**src/rtl/bmdma_pkg.sv**
```systemverilog
package bmdma_pkg;
  localparam int unsigned DW   = 32;
  localparam int unsigned RA_W = 2;

  localparam logic [RA_W-1:0] REG_CMD  = 2'd0;
  localparam logic [RA_W-1:0] REG_STAT = 2'd1;
  localparam logic [RA_W-1:0] REG_PTR  = 2'd2;

  localparam int unsigned CMD_GO   = 0;
  localparam int unsigned CMD_DIR  = 3;
  localparam int unsigned STA_ACT  = 0;
  localparam int unsigned STA_ERR  = 1;
  localparam int unsigned STA_IRQ  = 2;
  localparam int unsigned STA_CAP0 = 5;
  localparam int unsigned STA_CAP1 = 6;
  localparam int unsigned DESC_EOT = 31;

  typedef enum logic [2:0] {
    ST_IDLE,
    ST_DESC_BASE,
    ST_DESC_CNT,
    ST_MEM_RD,
    ST_DEV_PUSH,
    ST_DEV_POP,
    ST_MEM_WR,
    ST_NEXT
  } seq_state_e;
endpackage

```
**src/rtl/bmdma_regs.sv**
```systemverilog
module bmdma_regs
  import bmdma_pkg::*;
#(
  parameter int unsigned ADDR_W = 32
) (
  input  logic              clk_i,
  input  logic              rst_ni,
  input  logic              reg_we_i,
  input  logic [RA_W-1:0]   reg_addr_i,
  input  logic [DW-1:0]     reg_wdata_i,
  output logic [DW-1:0]     reg_rdata_o,
  input  logic              active_i,
  input  logic              done_i,
  input  logic              fault_i,
  output logic              go_o,
  output logic              stop_o,
  output logic              dir_o,
  output logic [ADDR_W-1:0] tbl_ptr_o,
  output logic              err_o,
  output logic              irq_o
);
  localparam logic [ADDR_W-1:0] ALIGN = ~ADDR_W'(DW / 8 - 1);

  logic              cmd_go_q, cmd_dir_q, err_q, irq_q;
  logic [1:0]        cap_q;
  logic [ADDR_W-1:0] ptr_q;
  logic              cmd_wr, stat_wr, ptr_wr, cmd_take;

  assign cmd_wr   = reg_we_i && (reg_addr_i == REG_CMD);
  assign stat_wr  = reg_we_i && (reg_addr_i == REG_STAT);
  assign ptr_wr   = reg_we_i && (reg_addr_i == REG_PTR);
  // start while running is dropped entirely
  assign cmd_take = cmd_wr && !(reg_wdata_i[CMD_GO] && active_i);
  assign go_o     = cmd_wr && reg_wdata_i[CMD_GO] && !active_i;
  assign stop_o   = cmd_wr && !reg_wdata_i[CMD_GO];
  assign dir_o    = reg_wdata_i[CMD_DIR];

  always_ff @(posedge clk_i or negedge rst_ni) begin
    if (!rst_ni) begin
      cmd_go_q  <= 1'b0;
      cmd_dir_q <= 1'b0;
      err_q     <= 1'b0;
      irq_q     <= 1'b0;
      cap_q     <= '0;
      ptr_q     <= '0;
    end else begin
      if (cmd_take) begin
        cmd_go_q  <= reg_wdata_i[CMD_GO];
        cmd_dir_q <= reg_wdata_i[CMD_DIR];
      end
      err_q <= fault_i | (err_q & ~(stat_wr & reg_wdata_i[STA_ERR]));
      irq_q <= done_i  | (irq_q & ~(stat_wr & reg_wdata_i[STA_IRQ]));
      if (stat_wr) cap_q <= {reg_wdata_i[STA_CAP1], reg_wdata_i[STA_CAP0]};
      if (ptr_wr) ptr_q <= ADDR_W'(reg_wdata_i) & ALIGN;
    end
  end

  always_comb begin
    reg_rdata_o = '0;
    unique case (reg_addr_i)
      REG_CMD: begin
        reg_rdata_o[CMD_GO]  = cmd_go_q;
        reg_rdata_o[CMD_DIR] = cmd_dir_q;
      end
      REG_STAT: begin
        reg_rdata_o[STA_ACT]  = active_i;
        reg_rdata_o[STA_ERR]  = err_q;
        reg_rdata_o[STA_IRQ]  = irq_q;
        reg_rdata_o[STA_CAP0] = cap_q[0];
        reg_rdata_o[STA_CAP1] = cap_q[1];
      end
      REG_PTR: reg_rdata_o = DW'(ptr_q);
      default: reg_rdata_o = '0;
    endcase
  end

  assign tbl_ptr_o = ptr_q;
  assign err_o     = err_q;
  assign irq_o     = irq_q;
endmodule

```
**src/rtl/bmdma_seq.sv**
```systemverilog
module bmdma_seq
  import bmdma_pkg::*;
#(
  parameter int unsigned ADDR_W = 32,
  parameter int unsigned CNT_W  = 16
) (
  input  logic              clk_i,
  input  logic              rst_ni,
  input  logic              go_i,
  input  logic              stop_i,
  input  logic              dir_i,
  input  logic [ADDR_W-1:0] tbl_ptr_i,
  output logic              mem_req_o,
  output logic              mem_we_o,
  output logic [ADDR_W-1:0] mem_addr_o,
  output logic [DW-1:0]     mem_wdata_o,
  input  logic              mem_ack_i,
  input  logic              mem_err_i,
  input  logic [DW-1:0]     mem_rdata_i,
  output logic              dev_wr_valid_o,
  output logic [DW-1:0]     dev_wr_data_o,
  input  logic              dev_wr_ready_i,
  input  logic              dev_rd_valid_i,
  input  logic [DW-1:0]     dev_rd_data_i,
  output logic              dev_rd_ready_o,
  output logic              active_o,
  output logic              done_o,
  output logic              fault_o
);
  localparam int unsigned       BYTES    = DW / 8;
  localparam logic [ADDR_W-1:0] A_STEP   = ADDR_W'(BYTES);
  localparam logic [ADDR_W-1:0] A_STRIDE = ADDR_W'(2 * BYTES);
  localparam logic [ADDR_W-1:0] A_ALIGN  = ~(A_STEP - 1'b1);
  localparam logic [CNT_W-1:0]  C_STEP   = CNT_W'(BYTES);
  localparam logic [CNT_W-1:0]  C_MASK   = ~(C_STEP - 1'b1);

  seq_state_e        state_q;
  logic [ADDR_W-1:0] desc_q, addr_q;
  logic [CNT_W-1:0]  remain_q, cnt_in;
  logic [DW-1:0]     data_q;
  logic              eot_q, dir_q;
  logic              ack_ok, ack_bad, last_word;

  assign mem_req_o = (state_q == ST_DESC_BASE) || (state_q == ST_DESC_CNT) ||
                     (state_q == ST_MEM_RD)    || (state_q == ST_MEM_WR);
  assign mem_we_o       = (state_q == ST_MEM_WR);
  assign mem_wdata_o    = data_q;
  assign dev_wr_valid_o = (state_q == ST_DEV_PUSH);
  assign dev_wr_data_o  = data_q;
  assign dev_rd_ready_o = (state_q == ST_DEV_POP);
  assign active_o       = (state_q != ST_IDLE);

  always_comb begin
    unique case (state_q)
      ST_DESC_BASE: mem_addr_o = desc_q;
      ST_DESC_CNT:  mem_addr_o = desc_q + A_STEP;
      default:      mem_addr_o = addr_q;
    endcase
  end

  assign ack_ok    = mem_req_o && mem_ack_i && !mem_err_i;
  assign ack_bad   = mem_req_o && mem_ack_i && mem_err_i;
  assign fault_o   = ack_bad && !stop_i;
  assign done_o    = (state_q == ST_NEXT) && eot_q && !stop_i;
  assign last_word = (remain_q == C_STEP);
  assign cnt_in    = mem_rdata_i[CNT_W-1:0] & C_MASK;

  always_ff @(posedge clk_i or negedge rst_ni) begin
    if (!rst_ni) begin
      state_q  <= ST_IDLE;
      desc_q   <= '0;
      addr_q   <= '0;
      remain_q <= '0;
      data_q   <= '0;
      eot_q    <= 1'b0;
      dir_q    <= 1'b0;
    end else if (stop_i && state_q != ST_IDLE) begin
      state_q <= ST_IDLE;
    end else if (ack_bad) begin
      state_q <= ST_IDLE;
    end else begin
      unique case (state_q)
        ST_IDLE: if (go_i) begin
          desc_q  <= tbl_ptr_i;
          dir_q   <= dir_i;
          state_q <= ST_DESC_BASE;
        end
        ST_DESC_BASE: if (ack_ok) begin
          addr_q  <= ADDR_W'(mem_rdata_i) & A_ALIGN;
          state_q <= ST_DESC_CNT;
        end
        ST_DESC_CNT: if (ack_ok) begin
          remain_q <= cnt_in;
          eot_q    <= mem_rdata_i[DESC_EOT];
          if (cnt_in == '0)  state_q <= ST_NEXT;
          else if (dir_q)    state_q <= ST_DEV_POP;
          else               state_q <= ST_MEM_RD;
        end
        ST_MEM_RD: if (ack_ok) begin
          data_q  <= mem_rdata_i;
          state_q <= ST_DEV_PUSH;
        end
        ST_DEV_PUSH: if (dev_wr_ready_i) begin
          remain_q <= remain_q - C_STEP;
          addr_q   <= addr_q + A_STEP;
          state_q  <= last_word ? ST_NEXT : ST_MEM_RD;
        end
        ST_DEV_POP: if (dev_rd_valid_i) begin
          data_q  <= dev_rd_data_i;
          state_q <= ST_MEM_WR;
        end
        ST_MEM_WR: if (ack_ok) begin
          remain_q <= remain_q - C_STEP;
          addr_q   <= addr_q + A_STEP;
          state_q  <= last_word ? ST_NEXT : ST_DEV_POP;
        end
        ST_NEXT: begin
          if (eot_q) state_q <= ST_IDLE;
          else begin
            desc_q  <= desc_q + A_STRIDE;
            state_q <= ST_DESC_BASE;
          end
        end
        default: state_q <= ST_IDLE;
      endcase
    end
  end
endmodule

```
**src/rtl/bmdma_engine.sv**
```systemverilog
module bmdma_engine
  import bmdma_pkg::*;
#(
  parameter int unsigned ADDR_W = 32,
  parameter int unsigned CNT_W  = 16
) (
  input  logic              clk_i,
  input  logic              rst_ni,
  input  logic              reg_we_i,
  input  logic [1:0]        reg_addr_i,
  input  logic [31:0]       reg_wdata_i,
  output logic [31:0]       reg_rdata_o,
  output logic              irq_o,
  output logic              mem_req_o,
  output logic              mem_we_o,
  output logic [ADDR_W-1:0] mem_addr_o,
  output logic [31:0]       mem_wdata_o,
  input  logic              mem_ack_i,
  input  logic              mem_err_i,
  input  logic [31:0]       mem_rdata_i,
  output logic              dev_wr_valid_o,
  output logic [31:0]       dev_wr_data_o,
  input  logic              dev_wr_ready_i,
  input  logic              dev_rd_valid_i,
  input  logic [31:0]       dev_rd_data_i,
  output logic              dev_rd_ready_o
);
  logic              eng_go, eng_stop, eng_dir, eng_active, eng_done, eng_fault;
  logic              stat_err;
  logic [ADDR_W-1:0] tbl_ptr;

  bmdma_regs #(.ADDR_W(ADDR_W)) u_regs (
    .clk_i       (clk_i),
    .rst_ni      (rst_ni),
    .reg_we_i    (reg_we_i),
    .reg_addr_i  (reg_addr_i),
    .reg_wdata_i (reg_wdata_i),
    .reg_rdata_o (reg_rdata_o),
    .active_i    (eng_active),
    .done_i      (eng_done),
    .fault_i     (eng_fault),
    .go_o        (eng_go),
    .stop_o      (eng_stop),
    .dir_o       (eng_dir),
    .tbl_ptr_o   (tbl_ptr),
    .err_o       (stat_err),
    .irq_o       (irq_o)
  );

  bmdma_seq #(.ADDR_W(ADDR_W), .CNT_W(CNT_W)) u_seq (
    .clk_i          (clk_i),
    .rst_ni         (rst_ni),
    .go_i           (eng_go),
    .stop_i         (eng_stop),
    .dir_i          (eng_dir),
    .tbl_ptr_i      (tbl_ptr),
    .mem_req_o      (mem_req_o),
    .mem_we_o       (mem_we_o),
    .mem_addr_o     (mem_addr_o),
    .mem_wdata_o    (mem_wdata_o),
    .mem_ack_i      (mem_ack_i),
    .mem_err_i      (mem_err_i),
    .mem_rdata_i    (mem_rdata_i),
    .dev_wr_valid_o (dev_wr_valid_o),
    .dev_wr_data_o  (dev_wr_data_o),
    .dev_wr_ready_i (dev_wr_ready_i),
    .dev_rd_valid_i (dev_rd_valid_i),
    .dev_rd_data_i  (dev_rd_data_i),
    .dev_rd_ready_o (dev_rd_ready_o),
    .active_o       (eng_active),
    .done_o         (eng_done),
    .fault_o        (eng_fault)
  );
endmodule

```
**config.mk**
```make
export PLATFORM = sky130hd
export DESIGN_NAME = bmdma_engine
export DESIGN_NICKNAME = d
export VERILOG_FILES = /design/src/rtl/bmdma_pkg.sv /design/src/rtl/bmdma_regs.sv /design/src/rtl/bmdma_seq.sv /design/src/rtl/bmdma_engine.sv
export SDC_FILE = /design/constraint.sdc
export NUM_CORES = 1
export LEC_CHECK = 0
export BUFFER_PORTS_ARGS = -buffer_cell sky130_fd_sc_hd__buf_2
export CORE_MARGIN = 10
export CORE_UTILIZATION = 59
export CTS_CLUSTER_SIZE = 10
export DETAILED_ROUTE_END_ITERATION = 10
export PLACE_DENSITY_LB_ADDON = 0.2
export SLEW_MARGIN = 40
export SYNTH_ARGS = -nofsm -noshare
export SYNTH_HDL_FRONTEND = slang
export SYNTH_SLANG_ARGS = --single-unit
```
**constraint.sdc**
```tcl
create_clock -name clk_i -period 4.2 [get_ports clk_i]
set_input_delay 0.42 -clock clk_i [delete_from_list [all_inputs] [get_ports clk_i]]
set_output_delay 0.42 -clock clk_i [all_outputs]
set_load 0.1 [all_outputs]
```
==> flow_metrics.tcl, run 1 <==
set metrics [dict create \
    top_library_cells_by_usage_in_the_layout_fill_and_taps_aside "234 x sky130_fd_sc_hd__buf_2, 156 x sky130_fd_sc_hd__nand2_1, 147 x sky130_fd_sc_hd__dfrtp_1" \
    finalClockSkew_ns 0.006072 \
    synth_top_flop_cell "sky130_fd_sc_hd__dfrtp_1" \
    critPathBufInv 1 \
    cts_max_level 4 \
    initial_core_utilization 0.6076 \
    synth_area_um2 9722 \
    synth_fa_ha_area_frac 0.01030 \
    synth-xor-area-share 0.001802 \
    worstPathCellList "ha_1, nand3_2, nor4_4, nand2_1, o311ai_0, buf_2" \
    max-slew-margin-rel 0.4519 \
    wirelength_um 31120 \
    leading_cell_type_in_the_layout_fill_and_taps_excluded "sky130_fd_sc_hd__buf_2" \
    drt-wirelength-per-cell_um 20.46 \
    cts_tree "built" \
    io_pins 238 \
    yosysUniqueCellTypes 81 \
    cp.required_ns 3.78 \
    dr.first_iter.drc_count 1130 \
    grt.overflow.total 0 \
    hp-class "input port to register" \
    grt_first_pass_wirelength_um 49070 \
    grt.total_usage 0.2705 \
    vias_in_the_first_global_route 8934 \
    route.vias.total 9701 \
    achievable-frequency_ghz 0.2656 \
    design.final.nets 1407 \
    timing.critical_path.fanout_max 13 \
    timing.critical_path.from_type "register" \
    flip_flop_and_latch_count_after_synthesis 147 \
    die_x_um 148.4 \
    worst-endpoint-arrival_ns 3.34 \
    cell_count_after_synthesis 1143 \
    post_synthesis_compound_gate_area_fraction 0.2520 \
    die-area_um2 22010 \
    syn_area_per_cell_um2 8.506 \
    worst_pin_slew_ns 0.8206 \
    synthDominantAreaCellType "sky130_fd_sc_hd__dfrtp_1" \
    synth_largest_type_area_fraction 0.3784 \
    grt_antenna_before_repair 0 \
    port-buffer-count 235 \
    clkLatencyLatePin_ns 0.42 \
    design.core.area_um2 16000 \
    ys_seq_area_frac 0.3784 \
    finalHoldViolations 0 \
    cts_sinks 147 \
    outcome "finished, final reports clean" \
    totalNegativeSetupSlack_ns 0 \
    crit_path_top_delay_cell "sky130_fd_sc_hd__dfrtp_1" \
    post_synth_mux_area_share 0.04260 \
    synthToLayoutAreaGrowth_pct 16.58 \
    detailedRoute.firstPassIterationCount 6 \
    fp-row-count 46 \
    drv_slew 0 \
    synth_top_cells_by_area "sky130_fd_sc_hd__dfrtp_1 38%, sky130_fd_sc_hd__nand2_1 6.0%, sky130_fd_sc_hd__mux2_2 4.1%" \
    cts.reportedPaths.clkPinSlew_ns 0.06 \
    regToRegSetupSlack_ns 1.57 \
    setup_viol 0 \
    hold_ws_ns 0.2259 \
    synth-simple-area-share 0.2355 \
    dieHeight_um 148.4 \
    timing.critical_path.slowest_cell_delay_ns 0.64 \
    synth-edff-count 0 \
    route.antenna.remaining_nets 0 \
    grt_start_max_net_pins 105 \
    synthArstFlopShare 1.000 \
    gp_congestion 0.9357 \
    cts-root-buf "sky130_fd_sc_hd__clkbuf_16" \
    count_of_unresolved_drc_violations_after_routing 0 \
    min_period_ns 3.765 \
    yosysWarningCount 0 \
    numCtsBuffers 17 \
    cp-end-kind "output pin" \
    max_cap_violations 0 \
    diodes 0 \
    post_route_cells_drive_above_1_share 0.2881 \
    avgViaCountPerCell 6.378 \
    final_core_util 0.7083 \
    cts_max_path_buffers 2 \
    final.period_utilization 0.8964 \
    main_combinational_cell_family_by_area_after_synthesis "compound AO/OA/AOI/OAI gates" \
    grt_setup_unrepaired "false" \
    path_class "register to output pin" \
    family_with_the_most_delay_on_the_worst_path "simple AND/OR/NAND/NOR gates" \
    detailedPlacementHpwl_um 22480 \
]
[worst paths after layout]
kind / from / end / cells past startpoint
max: u_seq.desc_q[2] / mem_addr_o[18] / 6
min: reg_wdata_i[23] / u_regs.tbl_ptr_o[23] / 2
max reg2reg: u_seq.state_q[0] / u_seq.desc_q[28] / 7
min reg2reg: u_seq.remain_q[13] / u_seq.remain_q[13] / 1
max in group asynchronous: rst_ni / u_seq.desc_q[22] / 4
min in group asynchronous: rst_ni / u_regs.err_o / 2
[registers in the layout, indices dropped and copies added (netlist names)]
name,flops
u_regs.cmd_go_q,1
u_seq.state_q,3
u_seq.dir_q,1
u_seq.eot_q,1
u_regs.cmd_dir_q,1
u_seq.dev_wr_data_o,32
u_regs.tbl_ptr_o,30
u_seq.remain_q,14
u_seq.desc_q,30
u_regs.cap_q,2
u_regs.irq_o,1
u_regs.err_o,1
u_seq.addr_q,30
[worst reg2reg max path: stages (launching register included)]
cell and delay, ns:
sky130_fd_sc_hd__dfrtp_1 0.75, sky130_fd_sc_hd__and2_1 0.39, sky130_fd_sc_hd__nand2_1 0.11, sky130_fd_sc_hd__buf_4 0.26, sky130_fd_sc_hd__o31ai_4 0.19, sky130_fd_sc_hd__buf_4 0.37, sky130_fd_sc_hd__nand2_1 0.18, sky130_fd_sc_hd__o311ai_1 0.26
[synth_stat cells, types with 29 or more instances]
cell and number:
sky130_fd_sc_hd__dfrtp_1 147, sky130_fd_sc_hd__mux2_2 35, sky130_fd_sc_hd__a21oi_1 58, sky130_fd_sc_hd__nand4_1 29, sky130_fd_sc_hd__clkbuf_1 48, sky130_fd_sc_hd__buf_4 38
sky130_fd_sc_hd__nand2_1 156, sky130_fd_sc_hd__nand3_1 40, sky130_fd_sc_hd__and2_1 36, sky130_fd_sc_hd__nor2_1 89, sky130_fd_sc_hd__o21ai_0 61, sky130_fd_sc_hd__a31oi_1 55
[area by class of cell]
type                    instances  area, um2
multi-input cells             848       5320
fillers                      1290       4667
flip-flops and latches        147       3679
repair buffers                256       1374
clock buffers                  21      470.5
well taps                     216      270.3
clock inverters                 9      130.1
inverters                      24      90.09
[logic make-up (layout without fill, tap and decap cells)]
logic type                 count (synthesis)  count (layout)
buffers and inverters                    149             310
DFF                                      147             147
and+or+nand+nor                          454             454
adders and majority gates                  8               8
xor gates and xnor gates                   2               2
muxes                                     37              37
AOI/OAI and AO/OA                        345             345
other                                      1               2
[layer usage]
layer,vias up,global-route usage,share of wire
met5,-,0,0
met4,0,0.06392,0.016
met3,51,0.06705,0.10
met2,576,0.4351,0.47
met1,4589,0.3584,0.42
li1,4485,-,-
[stage by stage]
stage               setup slack [ns]  cells  cell area, um2
finish                        0.4350   1521           11330
CTS                           0.4965   1518           11280
floorplan                     -1.071   1144            9726
global placement               1.005   1488           10670
global route                  0.3187   1521           11330
detailed placement            0.9563   1488           10680
[what timing repair did]
item	CTS	global route
endpoints found under the setup margin	0	0
hold endpoints to repair	0	28
resized for setup	0	0
buffers inserted	0	0
hold buffers	0	1
Power of run 1 is not shown: default switching activity piles up to over one toggle a cycle in this logic, so the estimate is an artifact.
==> run 2: changes to the inputs <==
- CORE_UTILIZATION: 59 -> 49
- clock period: 4.2 -> 3.41 ns (I/O delays scaled with it)
==> flow_metrics.tcl, run 2 (synthesized netlist as in run 1, its figures left out) <==
set metrics [dict create \
    route.vias.total 9511 \
    cts.reportedPaths.clkPinSlew_ns 0.06 \
    setup_slack_ns 0.1665 \
    cts_sinks 147 \
    grt.overflow.total 0 \
    dr.first_iter.drc_count 879 \
    cts_max_path_buffers 2 \
    cp-end-kind "output pin" \
    timing.critical_path.from_type "register" \
    grt.total_usage 0.2363 \
    critPathBufInv 1 \
    grt_start_max_net_pins 65 \
    detailedPlacementHpwl_um 23790 \
    drt-wirelength-per-cell_um 20.24 \
    worst_setup_path_startpoint "u_seq.desc_q[3]" \
    hold_start "reg_wdata_i[10]" \
    finalHoldViolations 0 \
    gp_congestion 0.9242 \
    outcome "finished, final reports clean" \
    min_period_ns 3.244 \
    port-buffer-count 235 \
    leading_cell_type_in_the_layout_fill_and_taps_excluded "sky130_fd_sc_hd__buf_2" \
    die-area_um2 25870 \
    pre_cts_slack_ns 0.6189 \
    final.period_utilization 0.9512 \
    grt_antenna_before_repair 0 \
    worstPathCellList "ha_1, nand3_2, nor4_4, nand2_1, o311ai_1, buf_12" \
    max-slew-margin-rel 0.4127 \
    post_route_cells_drive_above_1_share 0.2996 \
    worst-endpoint-arrival_ns 2.90 \
    largest_register_ff_count 32 \
    cts_tree "built" \
    detailedRoute.firstPassIterationCount 5 \
    total_of_fill_cells_in_the_finished_design 1705 \
    family_with_the_most_delay_on_the_worst_path "simple AND/OR/NAND/NOR gates" \
    crit_path_top_delay_cell "sky130_fd_sc_hd__nor4_4" \
    numCtsBuffers 17 \
    setup_viol 0 \
    io_pins 238 \
    achievable-frequency_ghz 0.3083 \
    wirelength_um 31980 \
    design.final.nets 1415 \
    timing.critical_path.slowest_cell_delay_ns 0.56 \
    cts.repair_timing.setup_buffer_count 0 \
    initial_core_utilization 0.4995 \
    regToRegStartpoint "u_seq.state_q[0]" \
    cts-root-buf "sky130_fd_sc_hd__clkbuf_16" \
    timing.critical_path.fanout_max 7 \
    grt_first_pass_wirelength_um 50540 \
    count_of_unresolved_drc_violations_after_routing 0 \
    cp.required_ns 3.07 \
    design.core.area_um2 19460 \
    max_cap_violations 0 \
    grt_setup_unrepaired "false" \
    hp-class "input port to register" \
    avgViaCountPerCell 6.020 \
    dieHeight_um 160.9 \
    route.antenna.remaining_nets 0 \
    die_x_um 160.9 \
    drv_slew 0 \
    finalClockSkew_ns 0.007100 \
    clkLatencyLatePin_ns 0.43 \
    top_library_cells_by_usage_in_the_layout_fill_and_taps_aside "206 x sky130_fd_sc_hd__buf_2, 156 x sky130_fd_sc_hd__nand2_1, 147 x sky130_fd_sc_hd__dfrtp_1" \
    path_class "register to output pin" \
    synthToLayoutAreaGrowth_pct 22.12 \
    fp-row-count 51 \
    worst_pin_slew_ns 0.8787 \
    vias_in_the_first_global_route 9042 \
    diodes 0 \
    cts_max_level 4 \
]
run 2: repair_timing:
item                                   in CTS  in global routing
gates resized for setup                     0                  2
setup endpoints to repair                   0                  1
hold buffers                                1                  0
endpoints found under the hold margin      60                  0
run 2: metrics by stage:
stage	cells	util	setup TNS, ns	instance area, um2	hold slack [ns]
5_1_grt	1580	0.6100	0	11870	0.1363
3_5_place_dp	1547	0.5801	0	11290	0.3807
6_report	1580	0.6100	0	11870	0.1444
3_3_place_gp	1547	0.5797	0	11280	0.3771
4_1_cts	1580	0.6095	0	11860	0.1370
2_1_floorplan	1144	-	-1.867	9786	0.04541
run 2: cell type report:
type / count / area [um2] / area share
Timing Repair Buffer: 264 / 1823 / 0.1535
Clock buffer: 21 / 460.4 / 0.03878
Inverter: 24 / 90.09 / 0.007588
Sequential cell: 147 / 3679 / 0.3098
Clock inverter: 11 / 101.3 / 0.008536
Tap cell: 265 / 331.6 / 0.02793
Multi-Input combinational cell: 848 / 5388 / 0.4538
run 2: layer usage:
metal  share of wire  track usage
met2            0.45       0.3658
met1            0.45       0.3273
met3           0.085      0.05419
met4           0.016      0.05666
met5               0            0
run 2: worst reg2reg max path: stages, from the launching register on:
cell,delay [ns]
sky130_fd_sc_hd__dfrtp_1,0.76
sky130_fd_sc_hd__and2_1,0.39
sky130_fd_sc_hd__nand2_1,0.40
sky130_fd_sc_hd__o31a_4,0.59
sky130_fd_sc_hd__a21boi_0,0.28
sky130_fd_sc_hd__o311ai_1,0.13
run 2: path summary, 6_finish.rpt:
path	endpoint	slack, ns	cells past startpoint
worst max-delay path	mem_addr_o[18]	0.17	6
worst min-delay path	u_regs.tbl_ptr_o[10]	0.14	2
worst max register to register	u_seq.desc_q[24]	0.74	5
worst min register to register	u_seq.remain_q[13]	0.49	1
max in group asynchronous	u_seq.desc_q[26]	2.07	3
min in group asynchronous	u_seq.dev_wr_data_o[21]	0.48	2
Power of run 2 is left out for the same reason.
==> run 3: changes to the inputs <==
- CORE_ASPECT_RATIO: unset -> 0.7
==> flow_metrics.tcl, run 3 (synthesized netlist as in run 1, its figures left out) <==
set metrics [dict create \
    grt_first_pass_wirelength_um 50430 \
    synthToLayoutAreaGrowth_pct 22.79 \
    hp-class "input port to register" \
    cts_max_level 4 \
    fp-row-count 43 \
    hold_start "reg_wdata_i[26]" \
    family_with_the_most_delay_on_the_worst_path "simple AND/OR/NAND/NOR gates" \
    cts_tree "built" \
    grt_setup_unrepaired "true" \
    globalRoute.busiestLayer "met2" \
    grt.total_usage 0.2386 \
    clkLatencyLatePin_ns 0.44 \
    cts_sinks 147 \
    numCtsBuffers 17 \
    max_cap_violations 0 \
    design.core.area_um2 19640 \
    initial_core_utilization 0.4951 \
    placed_cells 1554 \
    grt_start_max_net_pins 74 \
    dieHeight_um 137.9 \
    detailedPlacementHpwl_um 23460 \
    regToRegStartpoint "u_seq.state_q[2]" \
    worst-r2r-cell-count 6 \
    vias_in_the_first_global_route 9255 \
    timing.critical_path.from_type "register" \
    final.period_utilization 0.9656 \
    timing.critical_path.fanout_max 10 \
    port-buffer-count 235 \
    achievable-frequency_ghz 0.3037 \
    die_x_um 188.4 \
    dr.first_iter.drc_count 1084 \
    worstPathCellList "nand4_2, nor4_4, nand2_1, o311ai_1, buf_12" \
    timing.critical_path.slowest_cell_delay_ns 0.61 \
    path_class "register to output pin" \
    finalHoldViolations 0 \
    outcome "finished, final reports clean" \
    global_route.usage.met1 0.3262 \
    hold_ws_ns 0.1292 \
    wirelength_um 31880 \
    route.antenna.remaining_nets 0 \
    grt.overflow.total 0 \
    die-area_um2 25960 \
    diodes 0 \
    gp_congestion 0.9416 \
    top_library_cells_by_usage_in_the_layout_fill_and_taps_aside "206 x sky130_fd_sc_hd__buf_2, 156 x sky130_fd_sc_hd__nand2_1, 147 x sky130_fd_sc_hd__dfrtp_1" \
    cts_max_path_buffers 2 \
    setup_viol 0 \
    leading_cell_type_in_the_layout_fill_and_taps_excluded "sky130_fd_sc_hd__buf_2" \
    min_period_ns 3.293 \
    worst-endpoint-arrival_ns 2.95 \
    count_of_unresolved_drc_violations_after_routing 0 \
    non_filler_cells_in_the_finished_layout 1587 \
    drt-wirelength-per-cell_um 20.09 \
    design.final.nets 1417 \
    post_route_cells_drive_above_1_share 0.3037 \
    hold-path-endpoint "u_regs.tbl_ptr_o[26]" \
    cts.reportedPaths.clkPinSlew_ns 0.07 \
    max-slew-margin-rel 0.4178 \
    route.vias.total 9531 \
    largest_register_ff_count 32 \
    io_pins 238 \
    drv_slew 0 \
    grt_antenna_before_repair 0 \
    avgViaCountPerCell 6.006 \
    cp-end-kind "output pin" \
    critPathBufInv 1 \
    cts.repair_timing.setup_buffer_count 0 \
    detailedRoute.firstPassIterationCount 5 \
    cp.required_ns 3.07 \
    finalClockSkew_ns 0.01133 \
    crit_path_top_delay_cell "sky130_fd_sc_hd__nor4_4" \
    regToRegSetupSlack_ns 0.81 \
    grt_use_met2 0.3732 \
    grt_util_met3 0.05905 \
    worst_pin_slew_ns 0.8716 \
    cts-root-buf "sky130_fd_sc_hd__clkbuf_16" \
    worst_r2r_endpoint "u_seq.desc_q[24]" \
    worst_hold_path.num_cells 2 \
]
==> run 3: layout make-up <==
class | count | area [um2]
tap | 270 | 337.8
fill | 1751 | 7700
clock inverter | 15 | 146.4
clock buffer | 17 | 425.4
multi-input combinational | 848 | 5401
sequential | 147 | 3679
inverter | 24 | 90.09
timing repair buffer | 266 | 1858
==> run 3: how the worst max path moves through the flow <==
stage	startpoint	end	cells after the start
2_1_floorplan	u_seq.desc_q[3]	mem_addr_o[22]	5
6_report	u_seq.desc_q[10]	mem_addr_o[22]	5
3_5_place_dp	u_seq.desc_q[3]	mem_addr_o[18]	6
5_1_grt	u_seq.desc_q[3]	mem_addr_o[24]	7
4_1_cts	u_seq.desc_q[3]	mem_addr_o[18]	6
3_3_place_gp	u_seq.desc_q[3]	mem_addr_o[18]	6
==> run 3: stage by stage <==
stage          setup TNS [ns]  setup slack, ns  utilization  cell area [um2]
2_1_floorplan          -1.867          -0.6174            -             9786
3_3_place_gp                0           0.5650       0.5763            11320
3_5_place_dp                0           0.5645       0.5772            11330
4_1_cts                     0           0.1041       0.6068            11920
5_1_grt              -0.02751         -0.02323       0.6079            11940
6_report                    0           0.1172       0.6079            11940
==> run 3: per-layer routing <==
metal  up-vias  part of all wire
li1       4488                 -
met1      4642              0.45
met2       366              0.46
met3        35             0.076
met4         0             0.014
met5         -                 0
==> run 3: what timing repair did <==
item | 4_1_cts | 5_1_grt
hold buffers | 1 | 0
hold endpoints to repair | 71 | 0
setup endpoints to repair | 0 | 4
gates resized for setup | 0 | 2
Power of run 3 is left out for the same reason.
